===== src/rtl/bcd_rtc_pkg.sv =====
// Shared constants and BCD helper functions for the calendar clock.
// Assumes every BCD operand holds valid digits (0..9 in each nibble).
package bcd_rtc_pkg;

    localparam int IDX_W  = 4;
    localparam int DATA_W = 16;

    localparam logic [IDX_W-1:0] IDX_SUBSEC = 4'd0;
    localparam logic [IDX_W-1:0] IDX_SEC    = 4'd1;
    localparam logic [IDX_W-1:0] IDX_MIN    = 4'd2;
    localparam logic [IDX_W-1:0] IDX_HOUR   = 4'd3;
    localparam logic [IDX_W-1:0] IDX_WDAY   = 4'd4;
    localparam logic [IDX_W-1:0] IDX_DAY    = 4'd5;
    localparam logic [IDX_W-1:0] IDX_MON    = 4'd6;
    localparam logic [IDX_W-1:0] IDX_YEAR   = 4'd7;
    localparam logic [IDX_W-1:0] IDX_CTRL1  = 4'd14;
    localparam logic [IDX_W-1:0] IDX_CTRL2  = 4'd15;

    // Control bit positions
    localparam int C1_FLAG  = 7;
    localparam int C1_IE    = 4;
    localparam int C2_START = 0;
    localparam int C2_HOLD  = 1;
    localparam int C2_ADJ   = 2;
    localparam int C2_EN    = 3;

    // Add one to a two-digit BCD value (no range wrap).
    function automatic logic [7:0] bcd_inc(input logic [7:0] v);
        if (v[3:0] == 4'd9) return {v[7:4] + 4'd1, 4'd0};
        else                return {v[7:4], v[3:0] + 4'd1};
    endfunction

    // Two-digit BCD year divisible by four.
    function automatic logic bcd_div4(input logic [7:0] y);
        if (y[4]) return (y[3:0] == 4'd2) || (y[3:0] == 4'd6);
        else      return (y[3:0] == 4'd0) || (y[3:0] == 4'd4) || (y[3:0] == 4'd8);
    endfunction

    // Last day of a BCD month.
    function automatic logic [7:0] month_last(input logic [7:0] mon, input logic leap);
        case (mon)
            8'h02:                      return leap ? 8'h29 : 8'h28;
            8'h04, 8'h06, 8'h09, 8'h11: return 8'h30;
            default:                    return 8'h31;
        endcase
    endfunction

endpackage


===== src/rtl/rtc_bcd_field.sv =====
// One packed-BCD calendar field that counts from MIN_VAL up to max_val
// and wraps. The upper limit is an input so the day field can follow the
// month length. A load wins over a zero request, which wins over an increment.
// carry_out flags an increment that wraps this field.
module rtc_bcd_field #(
    parameter logic [7:0] RST_VAL = 8'h00,
    parameter logic [7:0] MIN_VAL = 8'h00
) (
    input  logic       clk,
    input  logic       rst_n,
    input  logic       inc,
    input  logic       ld,
    input  logic [7:0] ld_val,
    input  logic       zero,
    input  logic [7:0] max_val,
    output logic [7:0] val,
    output logic       carry_out
);
    import bcd_rtc_pkg::*;

    logic at_top;
    assign at_top    = (val >= max_val);
    assign carry_out = inc && at_top;

    // Field register: load, zero, or step with wrap.
    always_ff @(posedge clk) begin
        if (!rst_n)      val <= RST_VAL;
        else if (ld)     val <= ld_val;
        else if (zero)   val <= MIN_VAL;
        else if (inc)    val <= at_top ? MIN_VAL : bcd_inc(val);
    end
endmodule


===== src/rtl/rtc_prescaler.sv =====
// Binary sub-second counter. It steps on each tick while running and
// flags the tick that wraps it. hold forces it to zero.
// Assumes 1 <= W <= 7, so the count fits in the low byte of a register.
module rtc_prescaler #(
    parameter int W = 7
) (
    input  logic         clk,
    input  logic         rst_n,
    input  logic         tick,
    input  logic         run,
    input  logic         hold,
    output logic [W-1:0] cnt,
    output logic         wrap
);
    localparam logic [W-1:0] LAST = {W{1'b1}};

    assign wrap = run && tick && !hold && (cnt == LAST);

    // Sub-second count: cleared by hold, stepped by tick while running.
    always_ff @(posedge clk) begin
        if (!rst_n)             cnt <= '0;
        else if (hold)          cnt <= '0;
        else if (run && tick)   cnt <= cnt + 1'b1;
    end
endmodule


===== src/rtl/rtc_ctrl.sv =====
// The two control registers: the rollover flag with its interrupt enable,
// and the start, enable and prescaler-hold bits. The rounding command
// leaves as a one-cycle strobe and is never stored.
module rtc_ctrl (
    input  logic       clk,
    input  logic       rst_n,
    input  logic       wr_c1,
    input  logic       wr_c2,
    input  logic [7:0] wbyte,
    input  logic       sec_carry,
    output logic       start,
    output logic       enable,
    output logic       hold,
    output logic       adj_req,
    output logic       flag,
    output logic       irq_en,
    output logic [7:0] c1_rd,
    output logic [7:0] c2_rd
);
    import bcd_rtc_pkg::*;

    logic unused_wbits;
    assign unused_wbits = ^{wbyte[6:5], wbyte[3:0]} ^ wbyte[C1_IE];

    assign adj_req = wr_c2 && wbyte[C2_ADJ];

    // Rollover flag: set by a carry, cleared only by writing 0; set wins.
    always_ff @(posedge clk) begin
        if (!rst_n)                          flag <= 1'b0;
        else if (sec_carry)                  flag <= 1'b1;
        else if (wr_c1 && !wbyte[C1_FLAG])   flag <= 1'b0;
    end

    // Interrupt enable and run-control bits, written as plain fields.
    always_ff @(posedge clk) begin
        if (!rst_n) begin
            irq_en <= 1'b0;
            start  <= 1'b0;
            enable <= 1'b0;
            hold   <= 1'b0;
        end else begin
            if (wr_c1) irq_en <= wbyte[C1_IE];
            if (wr_c2) begin
                start  <= wbyte[C2_START];
                hold   <= wbyte[C2_HOLD];
                enable <= wbyte[C2_EN];
            end
        end
    end

    // Read-back images of both control registers.
    always_comb begin
        c1_rd          = '0;
        c1_rd[C1_FLAG] = flag;
        c1_rd[C1_IE]   = irq_en;
        c2_rd           = '0;
        c2_rd[C2_START] = start;
        c2_rd[C2_HOLD]  = hold;
        c2_rd[C2_EN]    = enable;
    end
endmodule


===== src/rtl/bcd_rtc_core.sv =====
// Top of the BCD calendar clock. It decodes bus writes, chains the field
// counters (seconds, minutes, hours, then day and weekday, month, year,
// century) and muxes read data. Assumes bus_addr is stable while
// bus_rdata is sampled, since read data is combinational.
module bcd_rtc_core #(
    parameter int PRESC_W = 7
) (
    input  logic        clk,
    input  logic        rst_n,
    input  logic        tick_en,
    input  logic [3:0]  bus_addr,
    input  logic        bus_wr,
    input  logic [15:0] bus_wdata,
    output logic [15:0] bus_rdata,
    output logic        carry_irq
);
    import bcd_rtc_pkg::*;

    localparam int PAD_W = 8 - PRESC_W;

    logic ctl_start, ctl_en, ctl_hold, ctl_adj, ctl_cf, ctl_cie;
    logic [7:0] c1_rd, c2_rd;
    logic [PRESC_W-1:0] subsec_cnt;
    logic [7:0] subsec_val;
    logic presc_wrap, run;

    logic [7:0] sec_val, min_val, hour_val, wday_val, day_val, mon_val, yr_val, cent_val;
    logic sec_co, min_co, hour_co, wday_co, day_co, mon_co, yr_co, cent_co;
    logic min_inc, leap, unused_co;
    logic [7:0] day_max;

    logic wr_sec, wr_min, wr_hour, wr_wday, wr_day, wr_mon, wr_year, wr_c1, wr_c2;

    // Write decode per register index.
    always_comb begin
        wr_sec  = bus_wr && (bus_addr == IDX_SEC);
        wr_min  = bus_wr && (bus_addr == IDX_MIN);
        wr_hour = bus_wr && (bus_addr == IDX_HOUR);
        wr_wday = bus_wr && (bus_addr == IDX_WDAY);
        wr_day  = bus_wr && (bus_addr == IDX_DAY);
        wr_mon  = bus_wr && (bus_addr == IDX_MON);
        wr_year = bus_wr && (bus_addr == IDX_YEAR);
        wr_c1   = bus_wr && (bus_addr == IDX_CTRL1);
        wr_c2   = bus_wr && (bus_addr == IDX_CTRL2);
    end

    rtc_ctrl u_ctrl (
        .clk(clk), .rst_n(rst_n), .wr_c1(wr_c1), .wr_c2(wr_c2),
        .wbyte(bus_wdata[7:0]), .sec_carry(presc_wrap),
        .start(ctl_start), .enable(ctl_en), .hold(ctl_hold), .adj_req(ctl_adj),
        .flag(ctl_cf), .irq_en(ctl_cie), .c1_rd(c1_rd), .c2_rd(c2_rd)
    );

    assign run = ctl_start && ctl_en && !ctl_hold;

    rtc_prescaler #(.W(PRESC_W)) u_presc (
        .clk(clk), .rst_n(rst_n), .tick(tick_en), .run(run),
        .hold(ctl_hold || ctl_adj), .cnt(subsec_cnt), .wrap(presc_wrap)
    );

    assign subsec_val = {{PAD_W{1'b0}}, subsec_cnt};

    // Rounding to a whole minute carries when seconds are 30 or more.
    assign min_inc = sec_co || (ctl_adj && (sec_val >= 8'h30));
    assign leap    = bcd_div4(yr_val);
    assign day_max = month_last(mon_val, leap);

    rtc_bcd_field #(.RST_VAL(8'h00), .MIN_VAL(8'h00)) u_sec (
        .clk(clk), .rst_n(rst_n), .inc(presc_wrap), .ld(wr_sec), .ld_val(bus_wdata[7:0]),
        .zero(ctl_adj), .max_val(8'h59), .val(sec_val), .carry_out(sec_co));

    rtc_bcd_field #(.RST_VAL(8'h00), .MIN_VAL(8'h00)) u_min (
        .clk(clk), .rst_n(rst_n), .inc(min_inc), .ld(wr_min), .ld_val(bus_wdata[7:0]),
        .zero(1'b0), .max_val(8'h59), .val(min_val), .carry_out(min_co));

    rtc_bcd_field #(.RST_VAL(8'h00), .MIN_VAL(8'h00)) u_hour (
        .clk(clk), .rst_n(rst_n), .inc(min_co), .ld(wr_hour), .ld_val(bus_wdata[7:0]),
        .zero(1'b0), .max_val(8'h23), .val(hour_val), .carry_out(hour_co));

    rtc_bcd_field #(.RST_VAL(8'h00), .MIN_VAL(8'h00)) u_wday (
        .clk(clk), .rst_n(rst_n), .inc(hour_co), .ld(wr_wday), .ld_val(bus_wdata[7:0]),
        .zero(1'b0), .max_val(8'h06), .val(wday_val), .carry_out(wday_co));

    rtc_bcd_field #(.RST_VAL(8'h01), .MIN_VAL(8'h01)) u_day (
        .clk(clk), .rst_n(rst_n), .inc(hour_co), .ld(wr_day), .ld_val(bus_wdata[7:0]),
        .zero(1'b0), .max_val(day_max), .val(day_val), .carry_out(day_co));

    rtc_bcd_field #(.RST_VAL(8'h01), .MIN_VAL(8'h01)) u_mon (
        .clk(clk), .rst_n(rst_n), .inc(day_co), .ld(wr_mon), .ld_val(bus_wdata[7:0]),
        .zero(1'b0), .max_val(8'h12), .val(mon_val), .carry_out(mon_co));

    rtc_bcd_field #(.RST_VAL(8'h00), .MIN_VAL(8'h00)) u_year (
        .clk(clk), .rst_n(rst_n), .inc(mon_co), .ld(wr_year), .ld_val(bus_wdata[7:0]),
        .zero(1'b0), .max_val(8'h99), .val(yr_val), .carry_out(yr_co));

    rtc_bcd_field #(.RST_VAL(8'h20), .MIN_VAL(8'h00)) u_cent (
        .clk(clk), .rst_n(rst_n), .inc(yr_co), .ld(wr_year), .ld_val(bus_wdata[15:8]),
        .zero(1'b0), .max_val(8'h99), .val(cent_val), .carry_out(cent_co));

    assign unused_co = wday_co ^ cent_co;

    // Read mux by halfword index; unmapped indices read zero.
    always_comb begin
        case (bus_addr)
            IDX_SUBSEC: bus_rdata = {8'h00, subsec_val};
            IDX_SEC:    bus_rdata = {8'h00, sec_val};
            IDX_MIN:    bus_rdata = {8'h00, min_val};
            IDX_HOUR:   bus_rdata = {8'h00, hour_val};
            IDX_WDAY:   bus_rdata = {8'h00, wday_val};
            IDX_DAY:    bus_rdata = {8'h00, day_val};
            IDX_MON:    bus_rdata = {8'h00, mon_val};
            IDX_YEAR:   bus_rdata = {cent_val, yr_val};
            IDX_CTRL1:  bus_rdata = {8'h00, c1_rd};
            IDX_CTRL2:  bus_rdata = {8'h00, c2_rd};
            default:    bus_rdata = 16'h0000;
        endcase
    end

    assign carry_irq = ctl_cf && ctl_cie;
endmodule


===== config.mk =====
export PLATFORM = sky130hd
export DESIGN_NAME = bcd_rtc_core
export DESIGN_NICKNAME = d
export VERILOG_FILES = /design/src/rtl/bcd_rtc_pkg.sv /design/src/rtl/rtc_bcd_field.sv /design/src/rtl/rtc_prescaler.sv /design/src/rtl/rtc_ctrl.sv /design/src/rtl/bcd_rtc_core.sv
export SDC_FILE = /design/constraint.sdc
export NUM_CORES = 1
export LEC_CHECK = 0
export BUFFER_PORTS_ARGS = -buffer_cell sky130_fd_sc_hd__buf_2
export CORE_MARGIN = 2
export CORE_UTILIZATION = 60
export DETAILED_ROUTE_END_ITERATION = 10
export PLACE_DENSITY = 0.79
export SLEW_MARGIN = 20
export SYNTH_ARGS = -nofsm -noshare
export SYNTH_HDL_FRONTEND = slang
export SYNTH_SLANG_ARGS = --single-unit

===== constraint.sdc =====
create_clock -name clk -period 5.5 [get_ports clk]
set_input_delay 0.55 -clock clk [delete_from_list [all_inputs] [get_ports clk]]
set_output_delay 0.55 -clock clk [all_outputs]
set_load 0.01 [all_outputs]

After elaboration in Yosys (flattened, before gate mapping)
Index checks and enable logic that the tools add are counted.

cells by class
  bitwise operators = 1
  eq/ne operators = 27
  $lt $le $gt $ge = 9
  multiplexer cells = 39
  reductions and logical operators = 61
  add/sub/neg operators = 17

operators by type and width
  operator                                             number
  2-to-1 mux 8 bit                                     33
  case mux 16 bit (10 select lines)                    1
  adder 4 x 1 -> 4 bit, second input constant          16
  == test 4 bit, second input constant                 11
  == test 4 x 3 -> 1 bit, second input constant        6
  logical AND 1 bit                                    24
  nonzero test 3 bit                                   8
  == test 8 x 3 -> 1 bit, second input constant        2
  >= comparator 8 x 6 -> 1 bit, second input constant  2
  >= comparator 8 x 7 -> 1 bit, second input constant  2
  >= comparator 8 bit, second input constant           2
  AND reduction 2 bit                                  8
  nonzero test 2 bit                                   8
  == test 4 x 2 -> 1 bit, second input constant        3
  case mux 5 bit (2 select lines)                      1
  == test 8 x 2 -> 1 bit, second input constant        1
  == test 8 x 4 -> 1 bit, second input constant        1
  == test 8 x 5 -> 1 bit, second input constant        1
  >= comparator 8 x 3 -> 1 bit, second input constant  1
  >= comparator 8 x 5 -> 1 bit, second input constant  1
  >= comparator 8 x 6 -> 1 bit                         1
  logical NOT 4 bit                                    2
  adder 7 x 1 -> 7 bit, second input constant          1
  == test 7 bit, second input constant                 1
  other kinds (8)                                      17

word-level totals
  word-level logic and storage cells = 176
  register bits after elaboration = 76

Depth between registers and ports, before layout
Gate-level depths: netlist of run 1.

  word-level depth = 16
  gate-level depth with buffers = 14
  gate-level depth less buffers = 13

Modules after synthesis
A second synthesis of run 1 with hierarchy kept.

unflattened totals
  cell total of the unflattened synthesis = 890
  area, all modules = 7463.4 um^2

by module, submodules not included
  module                      cells an instance  area an instance (um^2)  times used
  rtc_bcd_field (u_hour ...)  82                 721.9                    5
  rtc_bcd_field (u_day ...)   83                 728.2                    2
  bcd_rtc_core                156                1034.7                   1
  rtc_bcd_field (u_cent)      87                 732.0                    1
  rtc_prescaler               37                 317.8                    1
  rtc_ctrl                    34                 312.8                    1

Worst setup path before layout of run 1
OpenSTA, ideal clock, no wires.

  path type = register to register
  from = reg u_mon.val[1]
  to = reg u_day.val[3]
  setup time = 0.074 ns
  period minus slack after synthesis = 3.126 ns
  data arrival time = 3.052 ns
  cell stages (with the launch flop) = 13
  setup slack = 2.374 ns
  required time = 5.426 ns
  path through = dfxtp_1 -> clkbuf_1 -> nor2b_1 -> nand4_1 -> o311ai_0 -> ha_1 -> nor4b_2 -> o211ai_1 -> or2_0 -> buf_2 -> or3_4 -> or4_1 -> a31oi_1

between the ends
  cells in the longest elaborated chain, start to end = 7

RTL lines
  what                                            line                 RTL
  from (decl)                                     rtc_bcd_field.sv:16  output logic [7:0] val,
  from (signal assigned)                          rtc_bcd_field.sv:28  else if (ld) val <= ld_val;
  from (signal assigned)                          rtc_bcd_field.sv:30  else if (inc) val <= at_top ? MIN_VAL : bcd_inc(val);
  == test 8 x 3 -> 1 bit (tied with other cells)  bcd_rtc_pkg.sv:41    case (mon)
  OR reduction 4 bit                              bcd_rtc_pkg.sv:41
  case mux 5 bit (2 select lines) *               bcd_rtc_pkg.sv:41
  >= comparator 8 x 6 -> 1 bit *                  rtc_bcd_field.sv:22  assign at_top = (val >= max_val);
  2-to-1 mux 8 bit * (2 in a row)                 rtc_bcd_field.sv:30
  2-to-1 mux 8 bit *                              rtc_bcd_field.sv:28
  to (signal assigned)                            rtc_bcd_field.sv:28
  to (signal assigned)                            rtc_bcd_field.sv:30
  to (decl)                                       rtc_bcd_field.sv:16

Mark *: on every way between the ends. The rest lies on a longest branch, timed or not. The select of a mux whose other input is x is not followed.
A chain may end at the register's enable or synchronous reset.

Worst setup path after layout of run 1
  from = reg u_mon.val[5]
  to = reg u_mon.val[3]

between the ends
  cells in the longest elaborated chain, start to end = 6

RTL lines
  what                                            line                 RTL
  == test 8 x 3 -> 1 bit (tied with other cells)  bcd_rtc_pkg.sv:41
  OR reduction 4 bit                              bcd_rtc_pkg.sv:41
  case mux 5 bit (2 select lines)                 bcd_rtc_pkg.sv:41
  >= comparator 8 x 6 -> 1 bit                    rtc_bcd_field.sv:22
  logical AND 1 bit                               rtc_bcd_field.sv:23  assign carry_out = inc && at_top;
  nonzero test 2 bit (no line)                    -

Several ways; a longest one is shown, not always the timed one. The select of a mux whose other input is x is not followed.

==> summary.md, run 1 <==
| Metric | Value |
|---|---|
| I/O Buffers | `40` |
| DRT iter0 DRCs | `592` |
| CTS clk-pin slew, worst paths | `0.09 ns` |
| Hold Crit Class | `in2reg` |
| Async SR Flop Fraction | `0` |
| Mean Syn Cell Area | `7.48 sq um` |
| Status | `finished, final reports clean` |
| Antenna viol nets, final | `0` |
| Synth-to-Final Area Change | `6.59%` |
| Crit Path Class | `reg2reg` |
| Power density over the cells | `200 nW/um^2` |
| Post-Route WL | `17,500 microns` |
| Critical path's largest stage delay | `0.55 ns` |
| Clk_lat worst skew | `0.36 ns` |
| Drt drc | `0` |
| Distinct cells, synth | `77` |
| Worst hold stages | `3` |
| Max-slew violations | `0` |
| Starting Density | `0.607` |
| DR vias | `5,982` |
| Syn_nets | `788` |
| Worst Setup End Kind | `flop` |
| Width of the die | `100 microns` |
| First-pass GRT wire length | `27,400 microns` |
| Layout cells sized above 1 | `0.104` |
| Worst vdd ir | `129 uV` |
| CP Launch Point | `u_mon.val[5]` |
| Startpoint class of the critical path | `flop` |
| Final Hold Viols | `0` |
| Placer congestion estimate | `0.997` |
| Crit-path leading delay family | `simple AND/OR/NAND/NOR gates` |
| RSZ-0062 raised after global routing | `no` |
| Yosys top cell by area | `dfxtp_1` |
| Post-Syn Instances | `739` |
| Critical Path RT | `5.79 ns` |
| Most common cell after layout, fill and taps aside | `nand2_1` |
| WP depth | `13` |
| Sequential fraction of the synthesis area | `0.275` |
| CP bufs+invs | `1` |
| Gr usage total | `0.348` |
| Placed cell areas | `5700 sq um` |
| Placeable Area | `9110 sq um` |
| Aggregate global routing overflow | `0` |
| Routed len/inst | `20.3 microns` |
| Die area | `10000 sq um` |
| Most frequent cells in the layout | `nand2_1, dfxtp_1, o21ai_0` |
| H-tree depth | `3` |
| Clock Tree Buf Depth | `2` |
| Seq cells post-synth | `76` |
| Via density | `6.92` |
| Half-perimeter wire length after placement | `12,200 microns` |
| EDFF count, synth | `0` |
| PostCTS Resize Cnt | `0` |
| Slowest CP cell | `or4_1` |
| Max Clock Skew | `0.0187 ns` |
| Largest net degree at the start of global routing | `47` |
| Crit path DAT | `3.65 ns` |
| Drt first pass iters | `7` |
| Non-Filler Instances | `864` |
| Dpl cells | `848` |
| Initial antenna violation count | `0` |
| Area contributors post-synth | `dfxtp_1, o21ai_0, ha_1` |
| LEAKAGE | `2.15 nW` |
| Crit path time final | `3.36 ns` |
| Max-cap violations | `0` |
| Die height | `100 microns` |
| Post-CTS Setup Inserts | `0` |
| Clock tree root buffer cell | `clkbuf_8` |
| Vias in the first global route | `5,486` |
| Worst-margin pin slew | `1.13 ns` |
| Synth warnings | `0` |
| Final instance area | `5890 sq um` |
| Placement row count | `35` |
| # IOs | `41` |
| Mapped cell area | `5530 sq um` |
| Worst-path maximum fanout | `8` |
| Area share of the largest cell type after synthesis | `0.275` |
| Rel. slew slack | `0.241` |
| Final setup violating endpoints | `0` |
| R2R cell count | `13` |
| Reg2reg start | `u_mon.val[5]` |
| Cts hold-fix bufs | `0` |
| Worst-path cell chain | `inv_1, ha_1, nor3b_1, a31oi_1, o21ai_0, o311ai_0, ha_1, nor4b_2, o211ai_1, or2_0, nand3_1, or4_1, a31oi_1` |
| TritonCTS clock tree | `done` |
| Final TNS setup | `0 ns` |
| Hold path start | `bus_wdata[8]` |
| Ant diodes | `0` |
| Clock Sinks | `76` |
| CTS Buf Count | `9` |
| # fillers | `817` |
| Ys flop type | `dfxtp_1` |
| Final period utilization | `0.612` |
| FMAX | `297 MHz` |
| Nets | `797` |
-- worst register-to-register path, stage by stage, from the launching register on --
cell	delay, ns
dfxtp_1	0.36
inv_1	0.10
ha_1	0.20
nor3b_1	0.19
a31oi_1	0.05
o21ai_0	0.16
o311ai_0	0.15
ha_1	0.32
nor4b_2	0.05
o211ai_1	0.25
or2_0	0.39
nand3_1	0.36
or4_1	0.55
a31oi_1	0.16
-- cell type report --
cell class	count	area (sq um)	area share
Clock buffer	11	131	0.0223
Timing Repair Buffer	41	208	0.0352
Clock inverter	5	61.3	0.0104
Multi-Input combinational cell	598	3750	0.636
Inverter	22	82.6	0.0140
Sequential cell	76	1520	0.258
Tap cell	111	139	0.0236
-- routing by layer --
layer  share of wire  wire length (microns)  global-route usage  vias up
met3            0.10                   1790              0.0578       94
met5               0                      0                   0        -
met2            0.44                   7680               0.541      358
met4           0.063                   1110               0.210        0
met1            0.40                   6950               0.453     2745
li1                -                      -                   -     2785
-- synthesized netlist by cell type (all sizes together), types with 13 or more instances --
library cell / number
a21oi: 42
a31oi: 40
clkbuf: 31
dfxtp: 76
ha: 25
inv: 22
mux2i: 16
nand2: 80
nand3: 36
nor2: 66
nor3: 20
o21ai: 75
or4: 13
-- worst paths after layout --
| path | to | slack [ns] |
|---|---|---|
| setup / recovery | u_mon.val[3] | 2.14 |
| setup reg to reg | u_mon.val[3] | 2.14 |
| hold / removal | u_cent.val[0] | 0.43 |
| hold reg to reg | u_wday.val[7] | 0.51 |
-- report_power, final --
part,leakage (nW),internal [W],switching (W),total (W)
clock,0.0862,0.000212,0.000234,0.000446
combinational,1.44,0.0000496,0.0000967,0.000146
sequential,0.615,0.000562,0.0000226,0.000585
-- stage by stage --
step | power, W | hold WS, ns | util | setup WS [ns]
after floorplan | 0.000687 | 0.443 | - | 2.37
after global placement | 0.000734 | 0.471 | 0.626 | 2.25
after detailed placement | 0.000738 | 0.486 | 0.626 | 2.16
after CTS | 0.00117 | 0.433 | 0.647 | 2.15
after global routing | 0.00122 | 0.447 | 0.647 | 1.87
final | 0.00118 | 0.434 | 0.647 | 2.14
-- state kept, by name (all words and copies together) (netlist names) --
signal,cells
u_cent.val,8
u_ctrl.enable,1
u_ctrl.flag,1
u_ctrl.hold,1
u_ctrl.irq_en,1
u_ctrl.start,1
u_day.val,8
u_hour.val,8
u_min.val,8
u_mon.val,8
u_presc.cnt,7
u_sec.val,8
u_wday.val,8
u_year.val,8
-- cells by family after synthesis --
group | synth area share
AND/OR/NAND/NOR | 0.298
AO/OA/AOI/OAI | 0.262
flip-flops | 0.275
buffers and inverters | 0.0466
adder cells (fa/ha/maj) | 0.0566
multiplexers | 0.0493
XOR/XNOR | 0.0127
(Power assumes the default switching activity.)
==> run 2, diff against run 1 <==
--- a/config.mk
+++ b/config.mk
@@ -7,9 +7,9 @@
 export LEC_CHECK = 0
 export BUFFER_PORTS_ARGS = -buffer_cell sky130_fd_sc_hd__buf_2
 export CORE_MARGIN = 2
-export CORE_UTILIZATION = 60
+export CORE_UTILIZATION = 55
 export DETAILED_ROUTE_END_ITERATION = 10
-export PLACE_DENSITY = 0.79
+export PLACE_DENSITY = 0.76
 export SLEW_MARGIN = 20
 export SYNTH_ARGS = -nofsm -noshare
 export SYNTH_HDL_FRONTEND = slang
==> constraint.sdc (replaced) <==
create_clock -name clk -period 2.9 [get_ports clk]
set_input_delay 0.29 -clock clk [delete_from_list [all_inputs] [get_ports clk]]
set_output_delay 0.29 -clock clk [all_outputs]
set_load 0.01 [all_outputs]
==> run 2 against run 1 <==
Net effect: the flow now finishes with violations (setup timing); final area grew 7.8%; count of clock-buffer cells in the layout grew 3; clock power rose by 66%; power grew 83%; combinational power grew 120%; clock skew decreased by 0.011 ns; critical endpoint is now u_day.val[3]; largest cell class unchanged.
==> summary.md, run 2 (synthesized netlist as in run 1, its figures left out) <==
| Metric | Value |
|---|---|
| Final Hold Viols | `0 (unchanged)` |
| Final setup violating endpoints | `3 (+3)` |
| Startpoint class of the critical path | `flop` |
| Reg2reg start | `u_mon.val[5]` |
| Worst-margin pin slew | `0.882 ns (-0.247 ns)` |
| Max-cap violations | `0 (unchanged)` |
| Nets | `842 (+5.6%)` |
| Width of the die | `104 microns (+4.3%)` |
| Antenna viol nets, final | `0 (unchanged)` |
| I/O Buffers | `40 (unchanged)` |
| Failing checks | `setup timing` |
| Hold slack | `0.181 ns (-0.253 ns)` |
| Ant diodes | `0 (unchanged)` |
| FMAX | `339 MHz (+14%)` |
| Placement row count | `36 (+2.9%)` |
| Drt drc | `0 (unchanged)` |
| WP depth | `13 (unchanged)` |
| Die area | `10,900 sq um (+8.7%)` |
| Critical path endpoint | `u_day.val[3]` |
| Share of power burned in registers | `0.511 (+0.014)` |
| Die height | `104 microns (+4.3%)` |
| Hold Crit Class | `in2reg` |
| Status | `complete, but fails checks` |
| LEAKAGE | `2.41 nW (+12%)` |
| R2R setup slack | `-0.05 ns (-2.19 ns)` |
| Most used cell, CP | `a31oi_1` |
| First-pass GRT wire length | `29,200 microns (+6.7%)` |
| Crit Path Class | `reg2reg` |
| Clock Tree Buf Depth | `2 (unchanged)` |
| Clock Sinks | `76 (unchanged)` |
| Synth-to-Final Area Change | `14.9%` |
| Via density | `6.66 (-3.8%)` |
| Clk_lat worst skew | `0.38 ns (+0.02 ns)` |
| Dpl cells | `910 (+7.3%)` |
| Internal power | `0.00151 W (+84%)` |
| Critical Path RT | `3.20 ns (-2.59 ns)` |
| CP Launch Point | `u_mon.val[5]` |
| Placeable Area | `9770 sq um (+7.3%)` |
| Cts hold-fix bufs | `0 (unchanged)` |
| Worst-path maximum fanout | `3 (-5)` |
| Drt first pass iters | `5 (-2)` |
| CTS clk-pin slew, worst paths | `0.08 ns (about the same)` |
| DR vias | `6,203 (+3.7%)` |
| H-tree depth | `3 (unchanged)` |
| Worst-path cell chain | `inv_4, ha_4, nor3b_2, a31oi_1, o21ai_1, o311ai_1, ha_1, nor4b_2, o211ai_1, or2_1, or3_4, or4_1, a31oi_1` |
| Power density over the cells | `340 nW/um^2 (+70%)` |
| Most common cell after layout, fill and taps aside | `nand2_1` |
| Crit-path leading delay family | `simple AND/OR/NAND/NOR gates` |
| Aggregate global routing overflow | `0 (unchanged)` |
| Clock share of power | `0.343 (-0.036)` |
| CTS Buf Count | `9 (unchanged)` |
| Switch share | `0.298 (-0.00195)` |
| Post-Route WL | `18,600 microns (+6.3%)` |
| RSZ-0062 raised after global routing | `yes` |
| Rel. slew slack | `0.410 (+0.169)` |
| Crit path DAT | `3.25 ns (-0.40 ns)` |
| Combinational Power Share | `0.145 (+0.021)` |
| Max-slew violations | `0 (unchanged)` |
| Gr usage total | `0.336 (-0.0117)` |
| Final instance area | `6350 sq um (+7.8%)` |
| Max Clock Skew | `0.00805 ns (-0.0106 ns)` |
| # IOs | `41 (unchanged)` |
| Half-perimeter wire length after placement | `13,100 microns (+7.5%)` |
| Switch Pwr | `0.000643 W (+82%)` |
| Initial antenna violation count | `0 (unchanged)` |
| Largest net degree at the start of global routing | `46 (-2.1%)` |
| Non-Filler Instances | `931 (+7.8%)` |
| Vias in the first global route | `5,767 (+5.1%)` |
| Worst vdd ir | `418 uV (+220%)` |
| Final period utilization | `1.02 (+0.407)` |
| Worst Setup End Kind | `flop` |
| Most frequent cells in the layout | `nand2_1, dfxtp_1, o21ai_0` |
| Worst Setup Slack, final | `-0.0539 ns (-2.19 ns)` |
| Crit path time final | `2.95 ns (-0.410 ns)` |
| Placer congestion estimate | `0.981 (-1.6%)` |
| Slowest CP cell | `or4_1` |
| TritonCTS clock tree | `done` |
| Reg2Reg Capture Point | `u_day.val[3]` |
| Placed cell areas | `6050 sq um (+6.2%)` |
| Clock tree root buffer cell | `clkbuf_8` |
| Routed len/inst | `20.0 microns (-1.3%)` |
| Critical path's largest stage delay | `0.40 ns (-0.15 ns)` |
| CP bufs+invs | `1 (unchanged)` |
| Starting Density | `0.566 (-0.0413)` |
| Layout cells sized above 1 | `0.174 (+0.0706)` |
| R2R cell count | `13 (unchanged)` |
| DRT iter0 DRCs | `583 (-1.5%)` |
-- run 2: cell types whose count changed in the layout (fill, tap and decap cells not counted), moves of 3 or more --
cell        previous run  this run
buf_4                  1        43
clkinvlp_4             3         0
dfxtp_1               76        73
dfxtp_2                0         3
or4_1                 13        10
or4_4                  0         3
-- run 2: worst reg2reg max path: stages, from the launching register on --
cell	delay, ns
dfxtp_2	0.34
inv_4	0.07
ha_4	0.13
nor3b_2	0.14
a31oi_1	0.06
o21ai_1	0.15
o311ai_1	0.13
ha_1	0.31
nor4b_2	0.22
o211ai_1	0.16
or2_1	0.25
or3_4	0.38
or4_1	0.40
a31oi_1	0.13
-- run 2: how the worst min path moves through the flow --
stage / start / end / cells after the start
floorplan: bus_wdata[7] / u_wday.val[7] / 2
global placement: u_ctrl.flag / u_ctrl.flag / 2
detailed placement: u_day.val[7] / u_day.val[7] / 2
CTS: bus_wdata[8] / u_cent.val[0] / 3
global route: bus_wdata[9] / u_cent.val[1] / 3
finish: bus_wdata[8] / u_cent.val[0] / 3
-- run 2: final cells by class --
type | instances | area (sq um)
multi-input cells | 599 | 3870
fillers | 862 | 3420
flip-flops and latches | 76 | 1530
repair buffers | 85 | 546
well taps | 133 | 166
clock buffers | 14 | 153
inverters | 22 | 85.1
clock inverters | 2 | 10.0
-- run 2: power groups by stage --
stage	Clock (W)	Sequential (W)	Combinational, W
floorplan	0	0.00111	0.000196
global placement	0	0.00112	0.000292
detailed placement	0	0.00112	0.000300
CTS	0.000742	0.00110	0.000304
global route	0.000783	0.00111	0.000337
finish	0.000741	0.00110	0.000314
-- run 2: stage by stage --
| stage | setup WS, ns | utilization | total power [W] | setup TNS, ns |
|---|---|---|---|---|
| 3_3_place_gp | -0.000873 | 0.619 | 0.00141 | -0.000873 |
| 2_1_floorplan | 0.00228 | - | 0.00131 | 0 |
| 5_1_grt | -0.208 | 0.650 | 0.00223 | -1.51 |
| 6_report | -0.0539 | 0.650 | 0.00216 | -0.0621 |
| 4_1_cts | -0.0228 | 0.642 | 0.00215 | -0.0331 |
| 3_5_place_dp | -0.0694 | 0.619 | 0.00142 | -0.406 |
-- run 2: routing by layer --
metal	global-route usage	up-vias	wire length [microns]
li1	-	2870	-
met1	0.429	2929	7350
met2	0.526	328	8590
met3	0.0739	76	1790
met4	0.183	0	913
met5	0	-	0
-- run 2: what timing repair did --
item,CTS,global route
gates cloned,0,1
pin swaps,2,5
setup buffers,2,2
setup endpoints to repair,13,25
gates resized for setup,10,11
hold endpoints to repair,0,0
==> run 3, diff against run 2 <==
--- a/config.mk
+++ b/config.mk
@@ -7,9 +7,9 @@
 export LEC_CHECK = 0
 export BUFFER_PORTS_ARGS = -buffer_cell sky130_fd_sc_hd__buf_2
 export CORE_MARGIN = 2
-export CORE_UTILIZATION = 55
+export CORE_UTILIZATION = 60
 export DETAILED_ROUTE_END_ITERATION = 10
-export PLACE_DENSITY = 0.76
+export PLACE_DENSITY = 0.79
 export SLEW_MARGIN = 20
 export SYNTH_ARGS = -nofsm -noshare
 export SYNTH_HDL_FRONTEND = slang
==> constraint.sdc (replaced) <==
create_clock -name clk -period 3.1 [get_ports clk]
set_input_delay 0.31 -clock clk [delete_from_list [all_inputs] [get_ports clk]]
set_output_delay 0.31 -clock clk [all_outputs]
set_load 0.01 [all_outputs]
==> run 3 against run 2 <==
Net effect: final area up 0.43%; the run now ends clean; die area down 8.0%; final cell count down 2.9%; wire length up 0.31%; flip-flop and latch count unchanged.
==> summary.md, run 3 (synthesized netlist as in run 1, its figures left out) <==
| Metric | Value |
|---|---|
| Status | `finished, final reports clean` |
| Antenna viol nets, final | `0 (unchanged)` |
| Crit path time final | `3.06 ns (+0.105 ns)` |
| Synth-to-Final Area Change | `15.4%` |
| Clock share of power | `0.412 (+0.069)` |
| # IOs | `41 (unchanged)` |
| Final TNS setup | `0 ns (+0.0621 ns)` |
| RSZ-0062 raised after global routing | `yes` |
| Drt first pass iters | `6 (+1)` |
| DRT iter0 DRCs | `709 (+22%)` |
| Worst Setup Slack, final | `0.0408 ns (+0.0946 ns)` |
| Most frequent cells in the layout | `nand2_1, dfxtp_1, o21ai_0` |
| Max-slew violations | `0 (unchanged)` |
| Final Hold Viols | `0 (unchanged)` |
| Combinational Power Share | `0.129 (-0.016)` |
| CTS clk-pin slew, worst paths | `0.09 ns (about the same)` |
| Switch Pwr | `0.000615 W (-4.4%)` |
| Layout cells sized above 1 | `0.173 (-0.00142)` |
| Startpoint class of the critical path | `flop` |
| Cts hold-fix bufs | `0 (unchanged)` |
| Final setup violating endpoints | `0 (-3)` |
| Max-cap violations | `0 (unchanged)` |
| Internal power | `0.00164 W (+8.1%)` |
| LEAKAGE | `2.42 nW (+0.37%)` |
| Placeable Area | `9110 sq um (-6.8%)` |
| Initial antenna violation count | `0 (unchanged)` |
| Gr usage total | `0.363 (+0.0266)` |
| Slowest CP cell | `mux2_2` |
| Die height | `100 microns (-4.1%)` |
| Critical path's largest stage delay | `0.36 ns (-0.04 ns)` |
| Nets | `838 (-0.48%)` |
| H-tree depth | `3 (unchanged)` |
| Routed len/inst | `20.7 microns (+3.3%)` |
| Final instance area | `6380 sq um (+0.43%)` |
| Placement row count | `35 (-2.8%)` |
| Max Clock Skew | `0.0115 ns (+0.00344 ns)` |
| Power density over the cells | `353 nW/um^2 (+3.9%)` |
| Rel. slew slack | `0.447 (+0.0369)` |
| Crit Path Class | `reg2reg` |
| Most common cell after layout, fill and taps aside | `nand2_1` |
| Via density | `6.98 (+4.7%)` |
| Aggregate global routing overflow | `0 (unchanged)` |
| Width of the die | `100 microns (-4.1%)` |
| I/O Buffers | `40 (unchanged)` |
| Clock Tree Buf Depth | `2 (unchanged)` |
| Half-perimeter wire length after placement | `12,800 microns (-2.6%)` |
| Critical Path RT | `3.36 ns (+0.16 ns)` |
| Drt drc | `0 (unchanged)` |
| FMAX | `327 MHz (-3.4%)` |
| DR vias | `6,307 (+1.7%)` |
| Die area | `10000 sq um (-8.0%)` |
| Most used cell, CP | `o21ai_1` |
| Switch share | `0.273 (-0.0251)` |
| Worst-path maximum fanout | `5 (+2)` |
| Hold slack | `0.209 ns (+0.0281 ns)` |
| First-pass GRT wire length | `28,600 microns (-2.1%)` |
| Placer congestion estimate | `0.982 (+0.11%)` |
| Clock Sinks | `76 (unchanged)` |
| Worst Setup End Kind | `flop` |
| Setup WS pre-CTS | `-0.0919 ns (-0.0224 ns)` |
| CTS Buf Count | `9 (unchanged)` |
| Largest net degree at the start of global routing | `46 (unchanged)` |
| Post-Route WL | `18,700 microns (+0.31%)` |
| Final period utilization | `0.987 (-0.0317)` |
| Hold Crit Class | `in2reg` |
| Worst vdd ir | `238 uV (-43%)` |
| Worst-path cell chain | `inv_2, ha_4, nor3b_2, a31oi_1, o21ai_1, o311ai_2, ha_1, nor4b_2, o211ai_1, o21a_2, nand4_4, buf_4, o21ai_1, mux2_2` |
| Crit path DAT | `3.31 ns (+0.06 ns)` |
| Ant diodes | `0 (unchanged)` |
| Vias in the first global route | `5,504 (-4.6%)` |
| PnR Total Power | `0.00225 W (+4.4%)` |
| Clk_lat worst skew | `0.36 ns (-0.02 ns)` |
| TritonCTS clock tree | `done` |
| Worst-margin pin slew | `0.827 ns (-0.0552 ns)` |
| Starting Density | `0.607 (+0.0413)` |
| Clock tree root buffer cell | `clkbuf_8` |
| Placed cell areas | `5930 sq um (-2.1%)` |
| Share of power burned in registers | `0.459 (-0.052)` |
-- run 3: critical path: cells and delay by family (launching register included) --
kind	cells	cell delay, ns
AOI/OAI and AO/OA	6	1.12
adders and majority gates	2	0.48
and+or+nand+nor	3	0.38
muxes	1	0.36
DFF	1	0.34
buffers and inverters	2	0.26
-- run 3: layout make-up --
type / count / area (sq um)
well taps: 111 / 139
repair buffers: 80 / 508
clock buffers: 11 / 131
flip-flops and latches: 76 / 1530
clock inverters: 4 / 98.8
multi-input cells: 600 / 3890
fillers: 760 / 2730
inverters: 22 / 82.6
-- run 3: timing repair --
action | 4_1_cts | 5_1_grt
endpoints found under the hold margin | 0 | 0
gates resized for setup | 8 | 23
endpoints found under the setup margin | 11 | 18
cloned | 0 | 2
buffers inserted | 2 | 7
pin swaps | 4 | 10
-- run 3: power groups by stage --
| stage | combinational, W | clock (W) | sequential [W] |
|---|---|---|---|
| finish | 0.000291 | 0.000926 | 0.00103 |
| global route | 0.000312 | 0.000967 | 0.00104 |
| CTS | 0.000276 | 0.000923 | 0.00103 |
| detailed placement | 0.000273 | 0 | 0.00105 |
| global placement | 0.000266 | 0 | 0.00105 |
| floorplan | 0.000181 | 0 | 0.00104 |
-- run 3: final timing paths --
kind | start | end | slack, ns | cells past startpoint
setup / recovery | u_mon.val[4] | u_cent.val[5] | 0.04 | 14
hold / removal | bus_wdata[8] | u_cent.val[0] | 0.21 | 3
setup reg to reg | u_mon.val[4] | u_cent.val[5] | 0.04 | 14
hold reg to reg | u_ctrl.flag | u_ctrl.flag | 0.50 | 2
-- run 3: layer usage --
layer	global-route usage	vias to the layer above	wire, microns
met5	0	-	0
met4	0.192	0	944
met3	0.0571	86	1950
met2	0.564	433	8560
met1	0.485	2923	7250
li1	-	2865	-
-- run 3: through the flow --
step | utilization | cells
finish | 0.700 | 904
global route | 0.700 | 904
CTS | 0.680 | 895
detailed placement | 0.651 | 878
global placement | 0.651 | 878
floorplan | - | 739
